`src/rtl/dafir_pkg.sv`:
```
package dafir_pkg;

  localparam int PIPE_DEPTH = 5;

  typedef struct packed {
    logic loadHist;
    logic loadPre;
    logic loadPart;
    logic loadGroup;
    logic loadOut;
  } stageStrobes_t;

  // folded coefficient j (0 = outermost tap pair)
  function automatic int dafirCoef(input int idx);
    return (idx + 1) * 301 - 1100;
  endfunction

  function automatic longint dafirAbsSum(input int count);
    longint acc;
    int c;
    acc = 0;
    for (int i = 0; i < count; i++) begin
      c = dafirCoef(i);
      acc += (c < 0) ? longint'(-c) : longint'(c);
    end
    return acc;
  endfunction

endpackage

```
`src/rtl/dafir_bitslice.sv`:
```
module dafir_bitslice
  import dafir_pkg::*;
#(
  parameter int GROUP_SIZE = 5,
  parameter int BASE       = 0,
  parameter int NUM_HALF   = 10,
  parameter int PART_W     = 16
) (
  input  logic [GROUP_SIZE-1:0]     sliceAddr,
  output logic signed [PART_W-1:0]  partial
);
  localparam int LUT_BITS  = GROUP_SIZE - 1;
  localparam int LUT_WORDS = 1 << LUT_BITS;
  localparam int TOP_TAP   = BASE + LUT_BITS;

  function automatic int tableEntry(input int addr);
    int acc;
    acc = 0;
    for (int i = 0; i < LUT_BITS; i++)
      if (((addr >> i) & 1) == 1 && (BASE + i) < NUM_HALF)
        acc += dafirCoef(BASE + i);
    return acc;
  endfunction

  logic signed [PART_W-1:0] lowTable [LUT_WORDS];
  logic signed [PART_W-1:0] topTerm;

  for (genvar a = 0; a < LUT_WORDS; a++) begin : g_lut
    assign lowTable[a] = PART_W'(tableEntry(a));
  end

  if (TOP_TAP < NUM_HALF) begin : g_top
    assign topTerm = sliceAddr[LUT_BITS] ? PART_W'(dafirCoef(TOP_TAP)) : '0;
  end else begin : g_notop
    logic unusedTop;
    assign unusedTop = sliceAddr[LUT_BITS];
    assign topTerm   = '0;
  end

  assign partial = lowTable[sliceAddr[LUT_BITS-1:0]] + topTerm;

endmodule

```
`src/rtl/dafir_ctrl.sv`:
```
module dafir_ctrl
  import dafir_pkg::*;
(
  input  logic          clk,
  input  logic          rstN,
  input  logic          inValid,
  output stageStrobes_t strobes,
  output logic          outValid
);
  logic [PIPE_DEPTH-1:0] validPipe;

  always_ff @(posedge clk or negedge rstN) begin
    if (!rstN) validPipe <= '0;
    else       validPipe <= {validPipe[PIPE_DEPTH-2:0], inValid};
  end

  always_comb begin
    strobes.loadHist  = inValid;
    strobes.loadPre   = validPipe[0];
    strobes.loadPart  = validPipe[1];
    strobes.loadGroup = validPipe[2];
    strobes.loadOut   = validPipe[3];
  end

  assign outValid = validPipe[PIPE_DEPTH-1];

endmodule

```
`src/rtl/dafir_datapath.sv`:
```
module dafir_datapath
  import dafir_pkg::*;
#(
  parameter int NUM_TAPS   = 20,
  parameter int DATA_W     = 13,
  parameter int COEF_W     = 12,
  parameter int GROUP_SIZE = 5,
  parameter int OUT_W      = 30
) (
  input  logic                      clk,
  input  logic                      rstN,
  input  stageStrobes_t             strobes,
  input  logic signed [DATA_W-1:0]  inSample,
  output logic signed [OUT_W-1:0]   outData
);
  localparam int NUM_HALF   = NUM_TAPS / 2;
  localparam int PRE_W      = DATA_W + 1;
  localparam int NUM_GROUPS = (NUM_HALF + GROUP_SIZE - 1) / GROUP_SIZE;
  localparam int PAD_TAPS   = NUM_GROUPS * GROUP_SIZE;
  localparam int PART_W     = COEF_W + $clog2(GROUP_SIZE) + 1;
  localparam int GROUP_W    = PART_W + PRE_W;

  // stage 1: sample history
  logic signed [DATA_W-1:0] history [NUM_TAPS];
  always_ff @(posedge clk or negedge rstN) begin
    if (!rstN) begin
      for (int i = 0; i < NUM_TAPS; i++) history[i] <= '0;
    end else if (strobes.loadHist) begin
      history[0] <= inSample;
      for (int i = 1; i < NUM_TAPS; i++) history[i] <= history[i-1];
    end
  end

  // stage 2: fold mirrored pairs
  logic signed [PRE_W-1:0] preSum [NUM_HALF];
  always_ff @(posedge clk or negedge rstN) begin
    if (!rstN) begin
      for (int j = 0; j < NUM_HALF; j++) preSum[j] <= '0;
    end else if (strobes.loadPre) begin
      for (int j = 0; j < NUM_HALF; j++)
        preSum[j] <= PRE_W'(history[j]) + PRE_W'(history[NUM_TAPS-1-j]);
    end
  end

  logic signed [PRE_W-1:0] preSumPad [PAD_TAPS];
  for (genvar j = 0; j < PAD_TAPS; j++) begin : g_pad
    if (j < NUM_HALF) begin : g_real
      assign preSumPad[j] = preSum[j];
    end else begin : g_zero
      assign preSumPad[j] = '0;
    end
  end

  // stage 3: one partial-sum unit per group and bit position
  logic signed [PART_W-1:0] partNext [NUM_GROUPS][PRE_W];
  logic signed [PART_W-1:0] partReg  [NUM_GROUPS][PRE_W];

  for (genvar g = 0; g < NUM_GROUPS; g++) begin : g_group
    for (genvar b = 0; b < PRE_W; b++) begin : g_bit
      logic [GROUP_SIZE-1:0] sliceAddr;
      for (genvar i = 0; i < GROUP_SIZE; i++) begin : g_addr
        assign sliceAddr[i] = preSumPad[g*GROUP_SIZE+i][b];
      end
      dafir_bitslice #(
        .GROUP_SIZE (GROUP_SIZE),
        .BASE       (g*GROUP_SIZE),
        .NUM_HALF   (NUM_HALF),
        .PART_W     (PART_W)
      ) u_slice (
        .sliceAddr (sliceAddr),
        .partial   (partNext[g][b])
      );
    end
  end

  always_ff @(posedge clk or negedge rstN) begin
    if (!rstN) begin
      for (int g = 0; g < NUM_GROUPS; g++)
        for (int b = 0; b < PRE_W; b++) partReg[g][b] <= '0;
    end else if (strobes.loadPart) begin
      for (int g = 0; g < NUM_GROUPS; g++)
        for (int b = 0; b < PRE_W; b++) partReg[g][b] <= partNext[g][b];
    end
  end

  // stage 4: shift-weighted sum per group, sign bit subtracted
  logic signed [GROUP_W-1:0] groupNext [NUM_GROUPS];
  logic signed [GROUP_W-1:0] groupReg  [NUM_GROUPS];

  always_comb begin
    for (int g = 0; g < NUM_GROUPS; g++) begin
      groupNext[g] = '0;
      for (int b = 0; b < PRE_W; b++) begin
        if (b == PRE_W - 1)
          groupNext[g] = groupNext[g] - (GROUP_W'(partReg[g][b]) <<< b);
        else
          groupNext[g] = groupNext[g] + (GROUP_W'(partReg[g][b]) <<< b);
      end
    end
  end

  always_ff @(posedge clk or negedge rstN) begin
    if (!rstN) begin
      for (int g = 0; g < NUM_GROUPS; g++) groupReg[g] <= '0;
    end else if (strobes.loadGroup) begin
      for (int g = 0; g < NUM_GROUPS; g++) groupReg[g] <= groupNext[g];
    end
  end

  // stage 5: sum of groups
  logic signed [OUT_W-1:0] totalNext;
  always_comb begin
    totalNext = '0;
    for (int g = 0; g < NUM_GROUPS; g++)
      totalNext = totalNext + OUT_W'(groupReg[g]);
  end

  always_ff @(posedge clk or negedge rstN) begin
    if (!rstN)                outData <= '0;
    else if (strobes.loadOut) outData <= totalNext;
  end

endmodule

```
`src/rtl/dafir_top.sv`:
```
module dafir_top
  import dafir_pkg::*;
#(
  parameter int NUM_TAPS   = 20,
  parameter int DATA_W     = 13,
  parameter int COEF_W     = 12,
  parameter int GROUP_SIZE = 5,
  localparam int OUT_W     = COEF_W + DATA_W + 1 + $clog2(NUM_TAPS / 2)
) (
  input  logic                      clk,
  input  logic                      rstN,
  input  logic                      inValid,
  input  logic signed [DATA_W-1:0]  inSample,
  output logic                      outValid,
  output logic signed [OUT_W-1:0]   outData
);
  stageStrobes_t strobes;

  dafir_ctrl u_ctrl (
    .clk      (clk),
    .rstN     (rstN),
    .inValid  (inValid),
    .strobes  (strobes),
    .outValid (outValid)
  );

  dafir_datapath #(
    .NUM_TAPS   (NUM_TAPS),
    .DATA_W     (DATA_W),
    .COEF_W     (COEF_W),
    .GROUP_SIZE (GROUP_SIZE),
    .OUT_W      (OUT_W)
  ) u_datapath (
    .clk      (clk),
    .rstN     (rstN),
    .strobes  (strobes),
    .inSample (inSample),
    .outData  (outData)
  );

endmodule

```
`config.mk`:
```
export PLATFORM = sky130hd
export DESIGN_NAME = dafir_top
export DESIGN_NICKNAME = d
export VERILOG_FILES = /design/src/rtl/dafir_pkg.sv /design/src/rtl/dafir_bitslice.sv /design/src/rtl/dafir_ctrl.sv /design/src/rtl/dafir_datapath.sv /design/src/rtl/dafir_top.sv
export SDC_FILE = /design/constraint.sdc
export NUM_CORES = 2
export LEC_CHECK = 0
export BUFFER_PORTS_ARGS = -buffer_cell sky130_fd_sc_hd__buf_2
export CAP_MARGIN = 20
export CORE_ASPECT_RATIO = 1.1
export CORE_MARGIN = 5
export CORE_UTILIZATION = 40
export DETAILED_ROUTE_END_ITERATION = 16
export MAX_ROUTING_LAYER = met4
export SYNTH_ARGS = -nofsm -noshare
export SYNTH_HDL_FRONTEND = slang
export SYNTH_SLANG_ARGS = --single-unit
```
`constraint.sdc`:
```
create_clock -name clk -period 15 [get_ports clk]
set_input_delay 3 -clock clk [delete_from_list [all_inputs] [get_ports clk]]
set_output_delay 3 -clock clk [all_outputs]
set_load 0.02 [all_outputs]
```
==> impl_metrics.json <==
{
  "status": "finished, final reports clean",
  "tightestPinTransition_ns": 1.01,
  "via_count": 46937,
  "finalSetupTns_ns": 0,
  "areaGrowthSynthToFinish_pct": 8.78,
  "synth_top_cells_by_area": "dfrtp_1, ha_1, fa_1",
  "hold-path-endpoint": "u_datapath.partReg[238]",
  "synth_edf_count": 0,
  "clock-sinks": 915,
  "slew_headroom_pct": 32.6,
  "io_pins": 47,
  "final_cells": 8959,
  "antenna_found_initial": 4,
  "h-tree-depth": 3,
  "hold_depth": 1,
  "grt_max_degree": 164,
  "ys_warn_count": 0,
  "yosysTopAreaCellShare_pct": 33.4,
  "max_stage_delay_ns": 0.73,
  "yosysMostFrequentCell": "dfrtp_1",
  "synth_nets": 7783,
  "detail-route-antenna-nets": 0,
  "grt_usage_pct": 19.6,
  "first_pass_iters": 5,
  "hp-class": "reg -> reg",
  "yosysSeqAreaShare_pct": 33.4,
  "cp_max_fo": 6,
  "std_cell_rows": 159,
  "synth_top_area_cell": "dfrtp_1",
  "critPathArrivalTime_ns": 9.69,
  "crit-reg2reg-launch": "u_datapath.partReg[400]",
  "synth_area_per_cell_um2": 10.3,
  "dp_hpwl_um": 136000,
  "drtIter0Drc": 2750,
  "drt_wl_total_um": 173000,
  "min_period_ns": 9.11,
  "ys_types": 86,
  "path_clk_slew_ns": 0.06,
  "async_flop_share_pct": 100,
  "yosys_most_used_dff": "dfrtp_1",
  "coreArea_um2": 170000,
  "setup_viol": 0,
  "syn_inst": 6673,
  "cts_tree": "built",
  "rsz0062_at_grt": "no",
  "hp-start": "u_datapath.partReg[238]",
  "clock_latency_ns": 0.72,
  "hold_buffers": 0,
  "numCtsBuffers": 100,
  "routedWlPerCell_um": 19.3,
  "gr-total-overflow": 0,
  "nets": 7729,
  "cts.repair.resized": 0,
  "finalHoldViolCount": 0,
  "dp.cells": 8770,
  "cp.required_ns": 15.58,
  "port_buffers": 46,
  "clk_path_buf_depth": 3,
  "ys_ff_latch": 915,
  "grt_pass1_wl_um": 271000,
  "drc": 0,
  "initial_core_util_pct": 40.2,
  "root_buffer": "clkbuf_16",
  "grt_pass1_vias": 46809,
  "reg2reg_depth": 27,
  "cp_slowest_cell": "xor2_1",
  "netlist_area_um2": 68500,
  "fillCellCount": 16137,
  "crit_top_cell": "fa_1",
  "cp-end-kind": "flip-flop",
  "rr_endpoint": "u_datapath.groupReg[59]",
  "dieArea_um2": 180000,
  "worst-setup-path-type": "reg -> reg",
  "period_share_pct": 60.7,
  "fmax_ghz": 0.110,
  "cap_violations": 0,
  "drt-vias-per-instance": 5.24,
  "place.gp.congestion": 0.893,
  "final_max_slew_viol_count": 0,
  "post_route_cells_drive_above_1_share_pct": 13.0,
  "synth_common_cells": "dfrtp_1, ha_1, inv_1, mux2_2, nor2_1",
  "skew_ns": 0.0292,
  "cp-start-kind": "flip-flop",
  "die_width_um": 405,
  "rrSetupSlack_ns": 5.89,
  "die_h_um": 444,
  "post_cts.repair.setup_buffers": 0
}
-- stage by stage --
stage               setup slack (ns)  util [%]  hold WS (ns)  cell area (um2)
floorplan                       6.89         -         0.352            68500
global placement                6.09      41.6         0.465            70900
detailed placement              5.96      41.6         0.470            70900
CTS                             5.87      43.7         0.484            74500
global route                    5.36      43.7         0.494            74500
finish                          5.89      43.7         0.480            74500
-- layer usage --
metal,vias up,wire (um),GRT usage [%]
li1,22748,-,-
met1,23405,81400,26.6
met2,597,80600,31.2
met3,187,6050,2.29
met4,0,4570,5.45
met5,-,0,-
-- cell type report --
class,instances,area (um2),area share (%)
sequential,915,22900,30.7
clock inverter,45,691,0.927
antenna,3,7.51,0.0101
timing repair buffer,73,510,0.685
tap,2254,2820,3.78
inverter,687,2580,3.46
multi-input combinational,4842,42100,56.5
clock buffer,140,2900,3.90
-- kinds of logic after synthesis --
| group | after synthesis | synth area share (%) |
|---|---|---|
| buf+inv | 916 | 5.12 |
| mux | 600 | 9.71 |
| compound gates | 1385 | 12.9 |
| flops | 915 | 33.4 |
| xor+xnor | 500 | 6.39 |
| simple gates | 1263 | 8.53 |
| fa+ha+maj | 1094 | 24.0 |
-- worst max path at each step --
stage,slack (ns),from,endpoint
floorplan,6.89,u_datapath.partReg[178],u_datapath.groupReg[28]
global placement,6.09,u_datapath.partReg[400],u_datapath.groupReg[59]
detailed placement,5.96,u_datapath.partReg[400],u_datapath.groupReg[59]
CTS,5.87,u_datapath.partReg[400],u_datapath.groupReg[59]
global route,5.36,u_datapath.partReg[400],u_datapath.groupReg[59]
finish,5.89,u_datapath.partReg[400],u_datapath.groupReg[59]
-- sequential cells by signal (all words and copies together) (netlist names) --
signal / count
u_datapath.outData: 30
u_ctrl.validPipe: 5
u_datapath.g_group.g_bit.sliceAddr: 140
u_datapath.partReg: 420
u_datapath.history: 260
u_datapath.groupReg: 60
-- placed cells by master (no fill, tap or decap), drive strengths merged, types with 19 or more instances in the layout --
cell,instances
a211oi,27
a21boi,37
a21o,127
a21oi,407
a31o,39
a31oi,57
a41o,30
and3,19
buf,73
clkbuf,140
clkinv,26
dfrtp,915
fa,364
ha,730
inv,685
mux2,518
mux2i,82
nand2,384
nand2b,52
nand3,106
nor2,401
nor2b,91
nor3,73
o211ai,22
o21a,50
o21ai,384
o21bai,43
o31ai,25
or2,22
or3,37
xnor2,346
xor2,154
-- worst max-delay path: cells and delay by family (launching register included) --
kind            cells  cell delay (ns)
compound gates     10             3.11
buf+inv             2             0.12
mux                 1             0.26
simple gates        3             0.34
flops               1             0.40
fa+ha+maj           9             3.91
xor+xnor            2             0.83
Power is not shown: default switching activity piles up to over one toggle a cycle in this logic, so the estimate is an artifact.
